File: src/rtl/cmd_hist_rec.sv
module cmd_hist_rec #(
  parameter int CMD_W = 8,
  parameter int DEPTH = 512,
  parameter int NFILT = 16
) (
  input  logic                       clk,
  input  logic                       rst_n,
  input  logic                       hist_en,
  input  logic                       filt_en,
  input  logic                       cmd_valid,
  input  logic [CMD_W-1:0]           cmd_data,
  input  logic                       hist_clr,
  input  logic                       flt_clr,
  input  logic                       flt_wr,
  input  logic [$clog2(NFILT)-1:0]   flt_idx,
  input  logic [2*CMD_W:0]           flt_wdata,
  output logic [2*CMD_W:0]           flt_rdata,
  output logic [$clog2(DEPTH+1)-1:0] count,
  output logic                       full,
  input  logic [$clog2(DEPTH)-1:0]   rd_idx,
  output logic [CMD_W-1:0]           rd_data
);
  localparam int AW = $clog2(DEPTH);
  localparam int CW = $clog2(DEPTH + 1);
  localparam int EW = 2 * CMD_W + 1;

  logic [EW-1:0]    flt_q [NFILT];
  logic [CMD_W-1:0] mem   [DEPTH];
  logic [NFILT-1:0] hit_v;
  logic             store;

  for (genvar g = 0; g < NFILT; g++) begin : g_match
    assign hit_v[g] = flt_q[g][EW-1] &&
      (((cmd_data ^ flt_q[g][CMD_W-1:0]) & ~flt_q[g][2*CMD_W-1:CMD_W]) == '0);
  end

  assign full      = (count == CW'(DEPTH));
  assign store     = cmd_valid && hist_en && !hist_clr && !full && !(filt_en && |hit_v);
  assign flt_rdata = flt_q[flt_idx];

  always_ff @(posedge clk) begin
    if (!rst_n || flt_clr) begin
      for (int i = 0; i < NFILT; i++) flt_q[i] <= '0;
    end else if (flt_wr) begin
      flt_q[flt_idx] <= flt_wdata;
    end
  end

  always_ff @(posedge clk) begin
    if (!rst_n || hist_clr) count <= '0;
    else if (store)         count <= count + CW'(1);
  end

  always_ff @(posedge clk) begin
    if (store) mem[count[AW-1:0]] <= cmd_data;
  end

  always_ff @(posedge clk) begin
    if (!rst_n)                   rd_data <= '0;
    else if (CW'(rd_idx) < count) rd_data <= mem[rd_idx];
    else                          rd_data <= '0;
  end

  AST_COUNT_STEP: assert property (@(posedge clk) disable iff (!rst_n)
    !hist_clr |=> (count == $past(count) || count == $past(count) + CW'(1)));
  AST_HIST_OFF: assert property (@(posedge clk) disable iff (!rst_n)
    (!hist_en && !hist_clr) |=> $stable(count));
  AST_FILTER_DROP: assert property (@(posedge clk) disable iff (!rst_n)
    (cmd_valid && filt_en && (|hit_v) && !hist_clr) |=> $stable(count));
  AST_CLEAR_EMPTY: assert property (@(posedge clk) disable iff (!rst_n)
    hist_clr |=> (count == '0 && !full));
  AST_FLT_CLEARED: assert property (@(posedge clk) disable iff (!rst_n)
    flt_clr |=> (flt_rdata == '0));
  AST_NO_OVERFLOW: assert property (@(posedge clk) disable iff (!rst_n)
    count <= CW'(DEPTH));
  AST_FULL_HOLD: assert property (@(posedge clk) disable iff (!rst_n)
    (full && !hist_clr) |=> full);
endmodule

File: config.mk
export PLATFORM = sky130hd
export DESIGN_NAME = cmd_hist_rec
export DESIGN_NICKNAME = d
export VERILOG_FILES = /design/src/rtl/cmd_hist_rec.sv
export SDC_FILE = /design/constraint.sdc
export NUM_CORES = 2
export LEC_CHECK = 0
export ABC_CLOCK_PERIOD_IN_PS = 7400
export CAP_MARGIN = 30
export CORE_UTILIZATION = 55
export DETAILED_ROUTE_END_ITERATION = 16
export GPL_ROUTABILITY_DRIVEN = 1
export PLACE_DENSITY = 0.72
export SLEW_MARGIN = 20
export SYNTH_ARGS = -nofsm -noshare
export SYNTH_HDL_FRONTEND = slang
export SYNTH_MEMORY_MAX_BITS = 65536
export SYNTH_SLANG_ARGS = --single-unit
File: constraint.sdc
create_clock -name clk -period 7.4 [get_ports clk]
set_input_delay 0.74 -clock clk [delete_from_list [all_inputs] [get_ports clk]]
set_output_delay 0.74 -clock clk [all_outputs]
set_load 0.05 [all_outputs]
==> flow_summary.ini <==
[power]
ir_drop_uv = 229
finalPower_mw = 52.2
power_density_nw_per_um2 = 269
leakagePower_nw = 61.2

[critical_path]
worstPathCellList = nor2_2 > buf_4 > nand2_1 > nor4_1 > nor3_1 > o21ai_2 > or4_4 > buf_4 > nor2_1
arrival_ns = 5.97
endpoint_kind = register
cp.required_ns = 7.96
critPathKind = register to register
critPathLaunchType = register
crit_slowest_cell = or4_4
slowest_delay_ns = 0.89
cp_max_fo = 21
crit_top_cell = buf_4

[timing]
min_period_ns = 5.40
min_period_over_period_pct = 73.0
rsz0062_at_grt = false
max_slew_margin_pct = 15.5
setup_tns_ns = 0
tightest_slew_ns = 1.27
fin_hold_ws_ns = 0.223
final-hold-violation-count = 0
final.setup_skew_ns = 0.0655
drv_slew = 0
setup_violations = 0
fmax_mhz = 185

[flow_run]
maxCapViolCount = 0

[routing]
drc = 0
dr.pass1.iters = 6
vias = 91100
vias_per_cell = 6.76
routedWlPerCell_um = 34.5
ant_nets = 0
totalWireLength_um = 465000
drt_iter0_drc = 13900

[clock_network]
numCtsBuffers = 428
cts_buffer_depth = 4
postCtsHoldBufs = 0
cts_tree = yes
insertion_delay_ns = 0.98
path_clk_slew_ns = 0.06
htreeDepth = 5
postCtsSetupBuffers = 0
cts_resized = 0
cts_sinks = 4386
cts-root-buf = clkbuf_16

[yosys]
yosysWarnings = 0
synthFlopType = edfxtp_1
synth-async-reset-ratio_pct = 0
synth-seq-cells = 4386
syn-cell-area_um2 = 175000
synth_seq_area_share_pct = 75.2
netlist_instances = 8780
synth_edf_count = 4368
syn_nets = 8838
synth_cell_types = 72
syn_avg_cell_area_um2 = 19.9

[global_routing]
grt-ovfl-total = 0
antenna_found_initial = 19
grt_pass1_wl_um = 665000
grt_start_max_net_pins = 165
first_global_vias = 90200
grt_use_total_pct = 28.9

[placement]
port_buffers = 81
dp_hpwl_um = 284000
placed_cells = 12700
gp_congestion = 0.913

[cells_and_area]
finalNonFillerCells = 13500
finish.utilization_pct = 61.5
nets = 9007
fill_cells = 21400
layout-drive-gt1-share_pct = 19.4
area_growth_pct = 10.9

[run_status]
outcome = complete, no violations

[floorplan]
die_w_um = 566
row_count = 206
design.core.area_um2 = 315000
initial_core_util_pct = 55.4
design.portCount = 82
die_h_um = 566
fp.dieArea_um2 = 320000

[min_path]
hold_path.class = input port to register
## critical path, delay by kind of cell (launching register included)
kind / cells / cell delay (ns)
AOI/OAI and AO/OA: 1 / 0.42
buffers and inverters: 2 / 0.72
DFF: 1 / 0.52
and+or+nand+nor: 6 / 3.29
## power by group
group	total (mW)	internal, mW	switching, mW
Clock	21.9	12.5	9.43
Sequential	27.5	27.4	0.0759
Combinational	2.76	0.930	1.83
Total	52.2	40.8	11.3
## path summary, 6_finish.rpt
check	slack, ns	start	end	cells past startpoint
worst min-delay path	0.22	cmd_data[0]	mem[133][0]$_DFFE_PP_	1
worst min register to register	0.61	count[9]$_SDFFE_PP0P_	count[9]$_SDFFE_PP0P_	2
worst max-delay path	2.00	count[4]$_SDFFE_PP0P_	mem[258][7]$_DFFE_PP_	9
worst max register to register	2.00	count[4]$_SDFFE_PP0P_	mem[258][7]$_DFFE_PP_	9
## sequential cells by signal (all words and copies together) (netlist names)
register and flops:
mem 4096, flt_q 272, count 10, rd_data 8
## cells in the final DEF (no fill, tap or decap), types with 133 or more instances in the layout
cell type	netlist	routed
a21oi_1	189	189
and2_1	275	275
buf_4	61	188
clkbuf_16	0	430
edfxtp_1	4368	4368
mux2i_1	566	566
mux4_2	865	865
nand2_1	172	172
nor2_1	591	582
o221ai_1	226	226
o22ai_1	158	158
xnor2_1	133	133
## Yosys cell counts (all sizes together) (20+ instances only)
master	n	area share, %
a221oi	32	0.16
and2	275	0.98
o21ai	128	0.37
inv	22	0.047
buf	285	1.3
a22o	20	0.10
o221ai	231	1.2
nand2	172	0.37
a22oi	79	0.34
or3	25	0.092
xnor2	133	0.67
a21oi	189	0.54
nor2	594	1.3
o22ai	158	0.57
nor3	65	0.19
edfxtp	4368	75
nand4	29	0.10
clkbuf	280	0.65
o211ai	30	0.13
mux4	892	12
mux2i	566	3.2
## metrics by stage
step,worst slack [ns],area [um^2]
global route,1.96,194000
floorplan,3.08,175000
detailed placement,1.72,180000
global placement,0.800,179000
finish,2.00,194000
CTS,2.04,194000
## cell type report
type	instances	area (um^2)	share of cell area, %
Antenna cell	12	30.0	0.0155
Clock buffer	510	11100	5.70
Clock inverter	287	3060	1.58
Inverter	22	95.1	0.0490
Multi-Input combinational cell	3805	40000	20.6
Sequential cell	4386	132000	67.8
Tap cell	4160	5200	2.68
Timing Repair Buffer	306	2950	1.52
## routing by layer
layer	part of all wire (%)	up-vias	wire length [um]	global-route usage (%)
met5	0.0086	-	40	0
met4	5.1	6	23700	12.8
met3	11	1043	49000	5.18
met2	48	6174	222000	45.6
met1	37	47300	170000	39.9
li1	-	36600	-	-
## logic make-up (layout without fill, tap and decap cells)
group	count (synthesis)	in the layout	synth area share, %
compound gates	952	952	3.80
xor+xnor	133	133	0.666
fa+ha+maj	12	12	0.0859
buf+inv	589	1125	2.06
flops	4386	4386	75.2
mux	1471	1471	14.9
other cells	0	12	0
simple gates	1237	1237	3.30
(Power assumes the default switching activity.)
